<file path="config.mk">
export PLATFORM = sky130hd
export DESIGN_NAME = flagbr_top
export DESIGN_NICKNAME = d
export VERILOG_FILES = /design/src/rtl/flagbr_pkg.sv /design/src/rtl/flagbr_sub.sv /design/src/rtl/flagbr_flaggen.sv /design/src/rtl/flagbr_flagreg.sv /design/src/rtl/flagbr_condeval.sv /design/src/rtl/flagbr_top.sv
export SDC_FILE = /design/constraint.sdc
export NUM_CORES = 1
export LEC_CHECK = 0
export BUFFER_PORTS_ARGS = -buffer_cell sky130_fd_sc_hd__buf_4
export CORE_AREA = 5 5 110 112
export CTS_BUF_LIST = sky130_fd_sc_hd__clkbuf_4 sky130_fd_sc_hd__clkbuf_8 sky130_fd_sc_hd__clkbuf_16
export DETAILED_ROUTE_END_ITERATION = 7
export DIE_AREA = 0 0 115 117
export PLACE_DENSITY_LB_ADDON = 0.15
export REMOVE_ABC_BUFFERS = 1
export SETUP_SLACK_MARGIN = 0.3
export SYNTH_ARGS = -nofsm -noshare
export SYNTH_HDL_FRONTEND = slang
export SYNTH_SLANG_ARGS = --single-unit
export TNS_END_PERCENT = 30
</file>
<file path="constraint.sdc">
create_clock -name clk -period 2.9 [get_ports clk]
set_input_delay 0.58 -clock clk [delete_from_list [all_inputs] [get_ports clk]]
set_output_delay 0.58 -clock clk [all_outputs]
set_load 0.01 [all_outputs]
</file>
<file path="src/rtl/flagbr_pkg.sv">
package flagbr_pkg;

   typedef struct packed {
      logic zf;
      logic sf;
      logic cf;
      logic of;
   } flags_t;

   typedef enum logic [3:0] {
      CC_ALWAYS = 4'd0,
      CC_EQ     = 4'd1,
      CC_NE     = 4'd2,
      CC_SGT    = 4'd3,
      CC_SGE    = 4'd4,
      CC_SLT    = 4'd5,
      CC_SLE    = 4'd6,
      CC_UGT    = 4'd7,
      CC_UGE    = 4'd8,
      CC_ULT    = 4'd9,
      CC_ULE    = 4'd10,
      CC_NEG    = 4'd11,
      CC_POS    = 4'd12,
      CC_RSV13  = 4'd13,
      CC_RSV14  = 4'd14,
      CC_RSV15  = 4'd15
   } cond_e;

   localparam int unsigned COND_W = 4;

endpackage

</file>
<file path="src/rtl/flagbr_sub.sv">
// Subtractor producing dst - src and an unsigned borrow.
module flagbr_sub #(
   parameter int unsigned WIDTH      = 64,
   parameter bit          RIPPLE_SUB = 1'b0
) (
   input  logic [WIDTH-1:0] a_i,
   input  logic [WIDTH-1:0] b_i,
   output logic [WIDTH-1:0] diff_o,
   output logic             borrow_o
);

   generate
      if (RIPPLE_SUB) begin : g_ripple
         // a + ~b + 1 with an explicit carry chain; borrow is the inverted carry out.
         logic [WIDTH:0] carry;
         assign carry[0] = 1'b1;
         for (genvar i = 0; i < WIDTH; i++) begin : g_bit
            logic nb;
            logic p;
            assign nb         = ~b_i[i];
            assign p          = a_i[i] ^ nb;
            assign diff_o[i]  = p ^ carry[i];
            assign carry[i+1] = (a_i[i] & nb) | (p & carry[i]);
         end
         assign borrow_o = ~carry[WIDTH];
      end else begin : g_behav
         logic [WIDTH:0] wide;
         assign wide     = {1'b0, a_i} - {1'b0, b_i};
         assign diff_o   = wide[WIDTH-1:0];
         assign borrow_o = wide[WIDTH];
      end
   endgenerate

endmodule

</file>
<file path="src/rtl/flagbr_flaggen.sv">
// Next-flag computation for compare and test.
module flagbr_flaggen
   import flagbr_pkg::*;
#(
   parameter int unsigned WIDTH      = 64,
   parameter bit          RIPPLE_SUB = 1'b0
) (
   input  logic [WIDTH-1:0] dst_i,
   input  logic [WIDTH-1:0] src_i,
   input  logic             op_test_i,
   output flags_t           next_o
);

   localparam int unsigned MSB = WIDTH - 1;

   logic [WIDTH-1:0] diff;
   logic             borrow;
   logic [WIDTH-1:0] conj;
   logic             ovf;

   flagbr_sub #(
      .WIDTH      (WIDTH),
      .RIPPLE_SUB (RIPPLE_SUB)
   ) u_sub (
      .a_i      (dst_i),
      .b_i      (src_i),
      .diff_o   (diff),
      .borrow_o (borrow)
   );

   assign conj = dst_i & src_i;
   // Signed overflow: operands differ in sign and the result sign departs from dst.
   assign ovf  = (dst_i[MSB] ^ src_i[MSB]) & (diff[MSB] ^ dst_i[MSB]);

   always_comb begin
      if (op_test_i) begin
         next_o.zf = (conj == '0);
         next_o.sf = conj[MSB];
         next_o.cf = 1'b0;
         next_o.of = 1'b0;
      end else begin
         next_o.zf = (diff == '0);
         next_o.sf = diff[MSB];
         next_o.cf = borrow;
         next_o.of = ovf;
      end
   end

endmodule

</file>
<file path="src/rtl/flagbr_flagreg.sv">
// Flags register with load enable.
module flagbr_flagreg
   import flagbr_pkg::*;
(
   input  logic   clk,
   input  logic   rst_n,
   input  logic   we_i,
   input  flags_t d_i,
   output flags_t q_o
);

   always_ff @(posedge clk or negedge rst_n) begin
      if (!rst_n) begin
         q_o <= '0;
      end else if (we_i) begin
         q_o <= d_i;
      end
   end

endmodule

</file>
<file path="src/rtl/flagbr_condeval.sv">
// Branch predicate over the stored flags.
module flagbr_condeval
   import flagbr_pkg::*;
(
   input  flags_t            flags_i,
   input  logic [COND_W-1:0] cond_i,
   output logic              taken_o
);

   logic sne;

   assign sne = flags_i.sf ^ flags_i.of;

   always_comb begin
      unique case (cond_e'(cond_i))
         CC_ALWAYS: taken_o = 1'b1;
         CC_EQ:     taken_o = flags_i.zf;
         CC_NE:     taken_o = ~flags_i.zf;
         CC_SGT:    taken_o = ~flags_i.zf & ~sne;
         CC_SGE:    taken_o = ~sne;
         CC_SLT:    taken_o = sne;
         CC_SLE:    taken_o = sne | flags_i.zf;
         CC_UGT:    taken_o = ~flags_i.cf & ~flags_i.zf;
         CC_UGE:    taken_o = ~flags_i.cf;
         CC_ULT:    taken_o = flags_i.cf;
         CC_ULE:    taken_o = flags_i.cf | flags_i.zf;
         CC_NEG:    taken_o = flags_i.sf;
         CC_POS:    taken_o = ~flags_i.sf;
         default:   taken_o = 1'b0;
      endcase
   end

endmodule

</file>
<file path="src/rtl/flagbr_top.sv">
module flagbr_top
   import flagbr_pkg::*;
#(
   parameter int unsigned WIDTH      = 64,
   parameter bit          RIPPLE_SUB = 1'b0
) (
   input  logic             clk,
   input  logic             rst_n,
   input  logic [WIDTH-1:0] dst_i,
   input  logic [WIDTH-1:0] src_i,
   input  logic             op_test_i,
   input  logic             flag_we_i,
   input  logic [3:0]       cond_i,
   output logic             zf_o,
   output logic             sf_o,
   output logic             cf_o,
   output logic             of_o,
   output logic             taken_o
);

   generate
      if (WIDTH < 2) begin : g_bad_width
         $error("flagbr_top: WIDTH must be at least 2");
      end
   endgenerate

   flags_t next_flags;
   flags_t cur_flags;

   flagbr_flaggen #(
      .WIDTH      (WIDTH),
      .RIPPLE_SUB (RIPPLE_SUB)
   ) u_gen (
      .dst_i     (dst_i),
      .src_i     (src_i),
      .op_test_i (op_test_i),
      .next_o    (next_flags)
   );

   flagbr_flagreg u_reg (
      .clk   (clk),
      .rst_n (rst_n),
      .we_i  (flag_we_i),
      .d_i   (next_flags),
      .q_o   (cur_flags)
   );

   flagbr_condeval u_cond (
      .flags_i (cur_flags),
      .cond_i  (cond_i),
      .taken_o (taken_o)
   );

   assign zf_o = cur_flags.zf;
   assign sf_o = cur_flags.sf;
   assign cf_o = cur_flags.cf;
   assign of_o = cur_flags.of;

endmodule

</file>
# Yosys cells after proc, flatten, opt, wreduce, memory -nomap -nowiden
# Index checks and enable logic that the tools add are counted.
# W data, S select, Z words.
# totals
ff_bits,4
latchBits,0
ramBits,0
mem_bits_ro,0
in_bits,136
out_inout_bits,5
word_cells,35
n_memories,0
# classes
addsub,1
n_mul,0
div,0
order_cmp,0
n_eq_ne,12
shift,0
muxes,2
bitwise_logic,13
reduce_logical,3
# ops
cell,count
$logic_not A64 Y1,2
$sub A64 B64 Y65,1
$and A64 B64 Y64,1
$eq A4 B4 Y1 const B,5
$eq A4 B3 Y1 const B,4
$pmux W1 S13,1
$eq A4 B2 Y1 const B,2
$eq A4 B1 Y1 const B,1
$logic_not A4 Y1,1
$mux W4,1
$not A1 Y1,4
$and A1 B1 Y1,3
$xor A1 B1 Y1,3
$or A1 B1 Y1,2

# Depth between registers and ports, before layout
# Gate-level depths: netlist (run 1).
# depth
ltp_word,4
depth_mapped,14
depth_no_buf,14

# Hierarchy
# A second synthesis (run 1) with hierarchy kept.
# unflattened
cells_unflattened,716
hier_area_um2,4838.4
# modules_own_cells
mod,instances,cells_per_inst,area_per_inst_um2,seq_area_each_um2
flagbr_sub,1,617,4028.9,0.0
flagbr_flaggen,1,71,523.0,0.0
flagbr_flagreg,1,8,145.1,100.1
flagbr_condeval,1,20,141.4,0.0

# Least setup slack after synthesis (run 1)
# Ideal clock, no wire load.
# synth_path
path_kind,input-to-reg
start,input port dst_i[0]
end,register u_reg.q_o[3] (netlist name)
setup_time_ns,0.066
arrival_ns,3.490
t_required_ns,2.834
setup_slack_ns,-0.656
cell_stages,14
n_path_buf,0
path_cell_list,inv_1 -> ha_1 -> fa_1 -> nand2b_1 -> a21oi_1 -> o2111a_1 -> a211oi_2 -> o31a_1 -> a21o_1 -> a31oi_1 -> o2111ai_1 -> or4_1 -> nor4_1 -> a31o_1
# synth_via
elab_chain_len,3
word_cells_on_any_way,5
classes_between,add/sub: 1; mux: 1; bitwise: 1; reduce/logical: 2
# synth_rtl
element,line_no,source
from (decl),flagbr_top.sv:9,"input logic [WIDTH-1:0] dst_i,"
$sub A64 B64 Y65 or $and A64 B64 Y64 (tied branches),"flagbr_sub.sv:28, flagbr_flaggen.sv:31",
"$logic_not A64 Y1, on equally long branches","flagbr_flaggen.sv:42, flagbr_flaggen.sv:37",
$mux W4 (*),flagbr_flaggen.sv:36,if (op_test_i) begin
to (signal assigned),flagbr_flagreg.sv:16,q_o <= d_i;
to (decl),flagbr_flagreg.sv:9,output flags_t q_o
# Mark *: on every way between the ends. The rest lies on a longest branch, timed or not.
# A chain may end at the register's enable or synchronous reset.

# Worst setup path in the final report (run 1)
# layout_path
start,input port src_i[2]
end,register u_reg.q_o[3] (netlist name)
# layout_via
elab_chain_len,3
word_cells_on_any_way,5
classes_between,add/sub: 1; mux: 1; bitwise: 1; reduce/logical: 2
# layout_rtl
element,line_no,source
from (decl),flagbr_top.sv:10,"input logic [WIDTH-1:0] src_i,"
$sub A64 B64 Y65 or $and A64 B64 Y64 (tied branches),"flagbr_sub.sv:28, flagbr_flaggen.sv:31",
"$logic_not A64 Y1, on equally long branches","flagbr_flaggen.sv:42, flagbr_flaggen.sv:37",
$mux W4 (*),flagbr_flaggen.sv:36,
# Marks and branches as above.

==> impl_metrics.json, run 1 <==
{
  "avgSynthCellArea_um2": 6.880,
  "p_switching_mw": 1.167,
  "netlist_instances": 888,
  "grt_overflow_total": 0,
  "r2r-start": "u_reg.q_o[3]",
  "synth-seq-cells": 4,
  "maxCapViolations": 0,
  "dp_hpwl_um": 19680,
  "core_um2": 11130,
  "cp_max_fo": 4,
  "wl_um": 29320,
  "cp_common_cell": "buf_4",
  "sw_frac_of_total": 0.4795,
  "regToRegEndpoint": "u_reg.q_o[3]",
  "drt_iter0_markers": 1357,
  "drt_pre_antenna_iters": 8,
  "postCtsHoldBufs": 0,
  "synth_most_common_cell": "ha_1",
  "post_drt_via_cell_ratio": 6.505,
  "p_int_mw": 1.267,
  "cp-end-kind": "flop",
  "ys_top_cells_by_count": "ha_1, a21oi_1, inv_1",
  "area_delta_synth_final_pct": 61.01,
  "grt_max_degree": 11,
  "yosysSeqAreaShare": 0.01638,
  "grt_setup_unrepaired": "true",
  "root_buffer": "clkbuf_16",
  "worstSetupPathType": "in -> reg",
  "nNetsFinal": 1553,
  "yosys.area.top_type_share": 0.2621,
  "period_share": 1.452,
  "drive_gt1_frac": 0.3927,
  "largest_reg_flops": 4,
  "yosys-top-cells-area": "ha_1, a21oi_1, inv_1",
  "io_buffer_count": 140,
  "grt_pass1_vias": 8524,
  "power_frac_seq": 0.029,
  "yosysWarnings": 0,
  "drc_errors": 2,
  "fin_skew_ps": 0,
  "yosysTopAreaCell": "ha_1",
  "place_ws_ps": -1115,
  "tritoncts": "built",
  "cp_slowest_cell": "o41a_1",
  "min_period_ps": 4211,
  "dieArea_um2": 13460,
  "setup_tns_ps": -3632,
  "fin_util": 0.8842,
  "slew_headroom": 0.5879,
  "die_y_um": 117,
  "cts_made_buffers": 3,
  "setup_viol": 4,
  "die_w_um": 115,
  "hold_violations": 0,
  "ys.flop_type": "dfrtp_1",
  "placedCellCount": 1414,
  "worstPathArrival_ps": 4380,
  "comb_power_share": 0.877,
  "n_fill_cell": 596,
  "tightest_slew_ps": 612.5,
  "violations": "design-rule violations, negative setup slack",
  "initial_core_util": 0.5491,
  "biggestRegsByFlops": "u_reg.q_o: 4 flops",
  "async_reset_ff_frac": 1.000,
  "clk_path_buf_depth": 2,
  "leakagePower_nw": 5.002,
  "antenna_cells": 0,
  "cts-htree-levels": 1,
  "vias": 9295,
  "core.rowCount": 39,
  "ant_nets": 0,
  "vdd_drop_max_mv": 0.2175,
  "clk_pin_slew_ps": 40,
  "critical_path.max_stage_delay_ps": 450,
  "clkPwrFrac": 0.093,
  "clk_latency_ps": 230,
  "p_per_area_nw_per_um2": 247.5,
  "antenna_found_initial": 0,
  "synth_edf_count": 0,
  "clock.fmax_mhz": 237.5,
  "reg2reg_depth": 2,
  "grt_use_total": 0.3546,
  "place.gp.congestion": 1.020,
  "required_ps": 3070,
  "ios": 141,
  "post_synth_num_cell_types": 70,
  "setup_slack_ps": -1311,
  "critPathLaunchType": "input port",
  "syn-cell-area_um2": 6110,
  "wl_per_cell_um": 20.51,
  "hp-class": "in -> async",
  "total_power_mw": 2.434,
  "run_status": "finished with violations",
  "final_cells": 1429,
  "cts_sinks": 4,
  "maxSlewViolCount": 0,
  "grt_first_pass_wirelength_um": 39180,
  "regMostFlops": "u_reg.q_o",
  "path_cells": "buf_4 -> inv_1 -> ha_4 -> nand3b_1 -> a2111oi_4 -> buf_4 -> a211o_1 -> a211oi_1 -> buf_4 -> o21ai_4 -> a21oi_1 -> o41a_1 -> buf_4 -> xor2_1 -> nand3_1 -> nor4_1 -> a31o_1",
  "regToRegSetupSlack_ps": 1930
}
final cells by class:
class                   count  area (um^2)  area share
flip-flops and latches      4        100.1     0.01018
well taps                 143        178.9     0.01819
repair buffers            440         3349      0.3405
multi-input cells         754         5812      0.5908
inverters                  85        321.6     0.03269
clock buffers               3        75.07    0.007632
worst max-delay path: cells and delay by family:
kind,cells,cell delay (ps)
AOI/OAI and AO/OA,7,1610
xor gates and xnor gates,1,170
adders and majority gates,1,390
buffers and inverters,5,760
and+or+nand+nor,3,850
cell usage in the layout, fill, tap and decap left out, types with 7 or more instances in the layout:
master	synthesis	layout
buf_4	0	432
ha_1	128	118
inv_1	84	78
a21oi_1	84	78
nand2_1	68	68
nor2_1	58	58
o21ai_0	45	42
a21o_1	38	38
nand4_1	35	35
xnor2_1	27	26
nand3_1	23	23
nor4_1	23	22
o21bai_1	15	15
o21a_1	14	14
a31oi_1	13	13
or3_1	13	13
xor2_1	13	12
nor3_1	12	12
a211oi_1	12	10
and2_1	9	8
ha_4	0	8
o211ai_1	7	7
a21boi_0	7	7
how the worst max path moves through the flow:
stage / startpoint / to / depth (start not counted)
after CTS: dst_i[0] / u_reg.q_o[3] / 16
after global routing: src_i[2] / u_reg.q_o[3] / 15
final: src_i[2] / u_reg.q_o[3] / 17
after detailed placement: dst_i[0] / u_reg.q_o[3] / 15
after global placement: dst_i[0] / u_reg.q_o[3] / 17
after floorplan: dst_i[0] / u_reg.q_o[3] / 14
metrics by stage:
stage	cell area, um^2	hold slack [ps]
4_1_cts	9592	143.4
6_report	9837	143.6
3_5_place_dp	9303	385.5
5_1_grt	9837	146.7
3_3_place_gp	9303	384.2
2_1_floorplan	5911	284.4
power groups by stage:
stage / combinational, mW / sequential (mW) / clock, mW
6_report: 2.14 / 0.0714 / 0.227
5_1_grt: 2.24 / 0.0731 / 0.231
4_1_cts: 1.90 / 0.0716 / 0.226
3_5_place_dp: 1.84 / 0.0716 / 0
3_3_place_gp: 1.79 / 0.0714 / 0
2_1_floorplan: 0.912 / 0.0723 / 0
kinds of logic after synthesis:
logic type,count (synthesis),share of synthesized area
adder cells (fa/ha/maj),129,0.2654
multiplexers,8,0.01352
flip-flops,4,0.01638
XOR/XNOR,40,0.05734
buffers and inverters,130,0.08478
AND/OR/NAND/NOR,277,0.2314
AO/OA/AOI/OAI,300,0.3312
per-layer routing:
metal | vias to the layer above | share of wire | wire (um) | GRT usage
li1 | 4049 | - | - | -
met1 | 4155 | 0.33 | 9754 | 0.3893
met2 | 800 | 0.45 | 13320 | 0.6439
met3 | 291 | 0.12 | 3588 | 0.06581
met4 | 0 | 0.090 | 2648 | 0.1948
met5 | - | 0 | 0 | 0
repair_timing:
item | 4_1_cts | 5_1_grt
setup endpoints to repair | 4 | 4
setup buffers | 5 | 7
pin swaps | 19 | 17
gates resized for setup | 40 | 35
Note: power is estimated with default switching activity, not from simulation.
==> run 2: changes to the inputs <==
CORE_AREA = 5 5 130 95   (was 5 5 110 112)
DIE_AREA = 0 0 135 100   (was 0 0 115 117)
SETUP_SLACK_MARGIN = 0.4   (was 0.3)
==> impl_metrics.json, run 2 (synthesis results as in run 1) <==
{
  "clk_latency_ps": 230,
  "regMostFlops": "u_reg.q_o",
  "io_buffer_count": 140,
  "cts_sinks": 4,
  "critPathLaunchType": "input port",
  "drt_iter0_markers": 1217,
  "grt_pass1_vias": 8389,
  "drc_errors": 0,
  "dieArea_um2": 13500,
  "grt_max_degree": 11,
  "wl_um": 25980,
  "largest_reg_flops": 4,
  "place.gp.congestion": 1.048,
  "p_per_area_nw_per_um2": 238.8,
  "clk_pin_slew_ps": 30,
  "grt_setup_unrepaired": "true",
  "period_share": 1.281,
  "wl_per_cell_um": 18.31,
  "reg2reg_depth": 2,
  "cp_max_fo": 4,
  "total_power_mw": 2.254,
  "setup_viol": 4,
  "fin_util": 0.8697,
  "place_ws_ps": -1170,
  "r2r-start": "u_reg.q_o[3]",
  "die_w_um": 135,
  "nNetsFinal": 1533,
  "worstPathArrival_ps": 3890,
  "violations": "negative setup slack",
  "hold_violations": 0,
  "ios": 141,
  "regToRegEndpoint": "u_reg.q_o[3]",
  "tritoncts": "built",
  "final_cell_mix": "buf_4, ha_1, inv_1",
  "area_delta_synth_final_pct": 54.45,
  "die_y_um": 100,
  "core.rowCount": 32,
  "cp_slowest_cell": "or4b_4",
  "antenna_found_initial": 0,
  "fin_skew_ps": 0,
  "cts-htree-levels": 1,
  "grt_overflow_total": 0,
  "setup_slack_ps": -815.4,
  "initial_core_util": 0.5631,
  "regToRegSetupSlack_ps": 1890,
  "dp_hpwl_um": 21940,
  "critical_path.max_stage_delay_ps": 500,
  "antenna_cells": 0,
  "grt_use_total": 0.3650,
  "grt_first_pass_wirelength_um": 41210,
  "ant_nets": 0,
  "cp-end-kind": "flop",
  "biggestRegsByFlops": "u_reg.q_o: 4 flops",
  "vias": 8644,
  "cp_common_cell": "nor4_2",
  "leakagePower_nw": 4.886,
  "post_drt_via_cell_ratio": 6.092,
  "n_fill_cell": 624,
  "cts_made_buffers": 3,
  "tightest_slew_ps": 774.1,
  "clock.fmax_mhz": 269.2,
  "cp.buffers_inverters": 2,
  "min_period_ps": 3715,
  "required_ps": 3070,
  "run_status": "finished with violations",
  "worstSetupPathType": "in -> reg",
  "final_common_cell": "buf_4",
  "path_cells": "buf_4 -> inv_1 -> ha_1 -> fa_1 -> nand2b_1 -> a21oi_2 -> o21ai_0 -> mux2i_1 -> a211o_1 -> a2111oi_2 -> or4b_4 -> nor4_2 -> o2111ai_1 -> nor4_2 -> a31o_1",
  "vdd_drop_max_mv": 0.2186,
  "slew_headroom": 0.4792,
  "maxSlewViolCount": 0,
  "crit_family": "compound AO/OA/AOI/OAI gates",
  "hp-class": "in -> async",
  "maxCapViolations": 0,
  "clk_path_buf_depth": 2,
  "drt_pre_antenna_iters": 7,
  "root_buffer": "clkbuf_16",
  "core_um2": 10850,
  "drive_gt1_frac": 0.3626
}
==> run 2: cell types whose count changed in the layout (fill, tap and decap cells not counted), moves of 5 or more <==
cell / delta
buf_4: -12
ha_1: +9
ha_4: -8
inv_1: +6
buf_6: -5
inv_2: -5
nor4_2: +5
==> run 2: layer usage <==
| metal | part of all wire | global-route usage | routed length [um] | up-vias |
|---|---|---|---|---|
| li1 | - | - | - | 4020 |
| met1 | 0.42 | 0.4991 | 11030 | 3934 |
| met2 | 0.43 | 0.5905 | 11060 | 607 |
| met3 | 0.12 | 0.08016 | 3190 | 83 |
| met4 | 0.027 | 0.08211 | 695 | 0 |
| met5 | 0 | 0 | 0 | - |
==> run 2: power by group <==
| part | internal (mW) | switching, mW |
|---|---|---|
| logic | 0.963 | 0.996 |
| clock network | 0.177 | 0.0451 |
| registers | 0.0616 | 0.0117 |
| total | 1.20 | 1.05 |
==> run 2: worst max-delay path by stage <==
stage / startpoint / to / cells after the start
3_3_place_gp: dst_i[0] / u_reg.q_o[3] / 16
3_5_place_dp: dst_i[0] / u_reg.q_o[3] / 16
4_1_cts: dst_i[0] / u_reg.q_o[3] / 15
5_1_grt: dst_i[0] / u_reg.q_o[3] / 15
2_1_floorplan: dst_i[0] / u_reg.q_o[3] / 14
6_report: dst_i[0] / u_reg.q_o[3] / 15
==> run 2: per-stage QoR <==
step	instances	instance area, um^2	hold slack, ps	TNS, ps
6_report	1419	9437	152.9	-2134
5_1_grt	1419	9437	153.8	-2804
3_3_place_gp	1415	9248	387.0	-3072
2_1_floorplan	843	5911	284.4	-1743
4_1_cts	1419	9403	148.8	-1652
3_5_place_dp	1415	9248	387.6	-3435
==> run 2: area by class of cell <==
| type | instances | area, um^2 | area share |
|---|---|---|---|
| repair buffers | 420 | 3153 | 0.3341 |
| well taps | 153 | 191.4 | 0.02029 |
| inverters | 85 | 319.1 | 0.03381 |
| multi-input cells | 754 | 5598 | 0.5932 |
| clock buffers | 3 | 75.07 | 0.007955 |
| flip-flops and latches | 4 | 100.1 | 0.01061 |
==> run 2: repair_timing <==
action	4_1_cts	5_1_grt
resized for setup	18	5
hold buffers	0	0
setup buffers	1	0
endpoints found under the setup margin	4	5
pin swaps	7	2
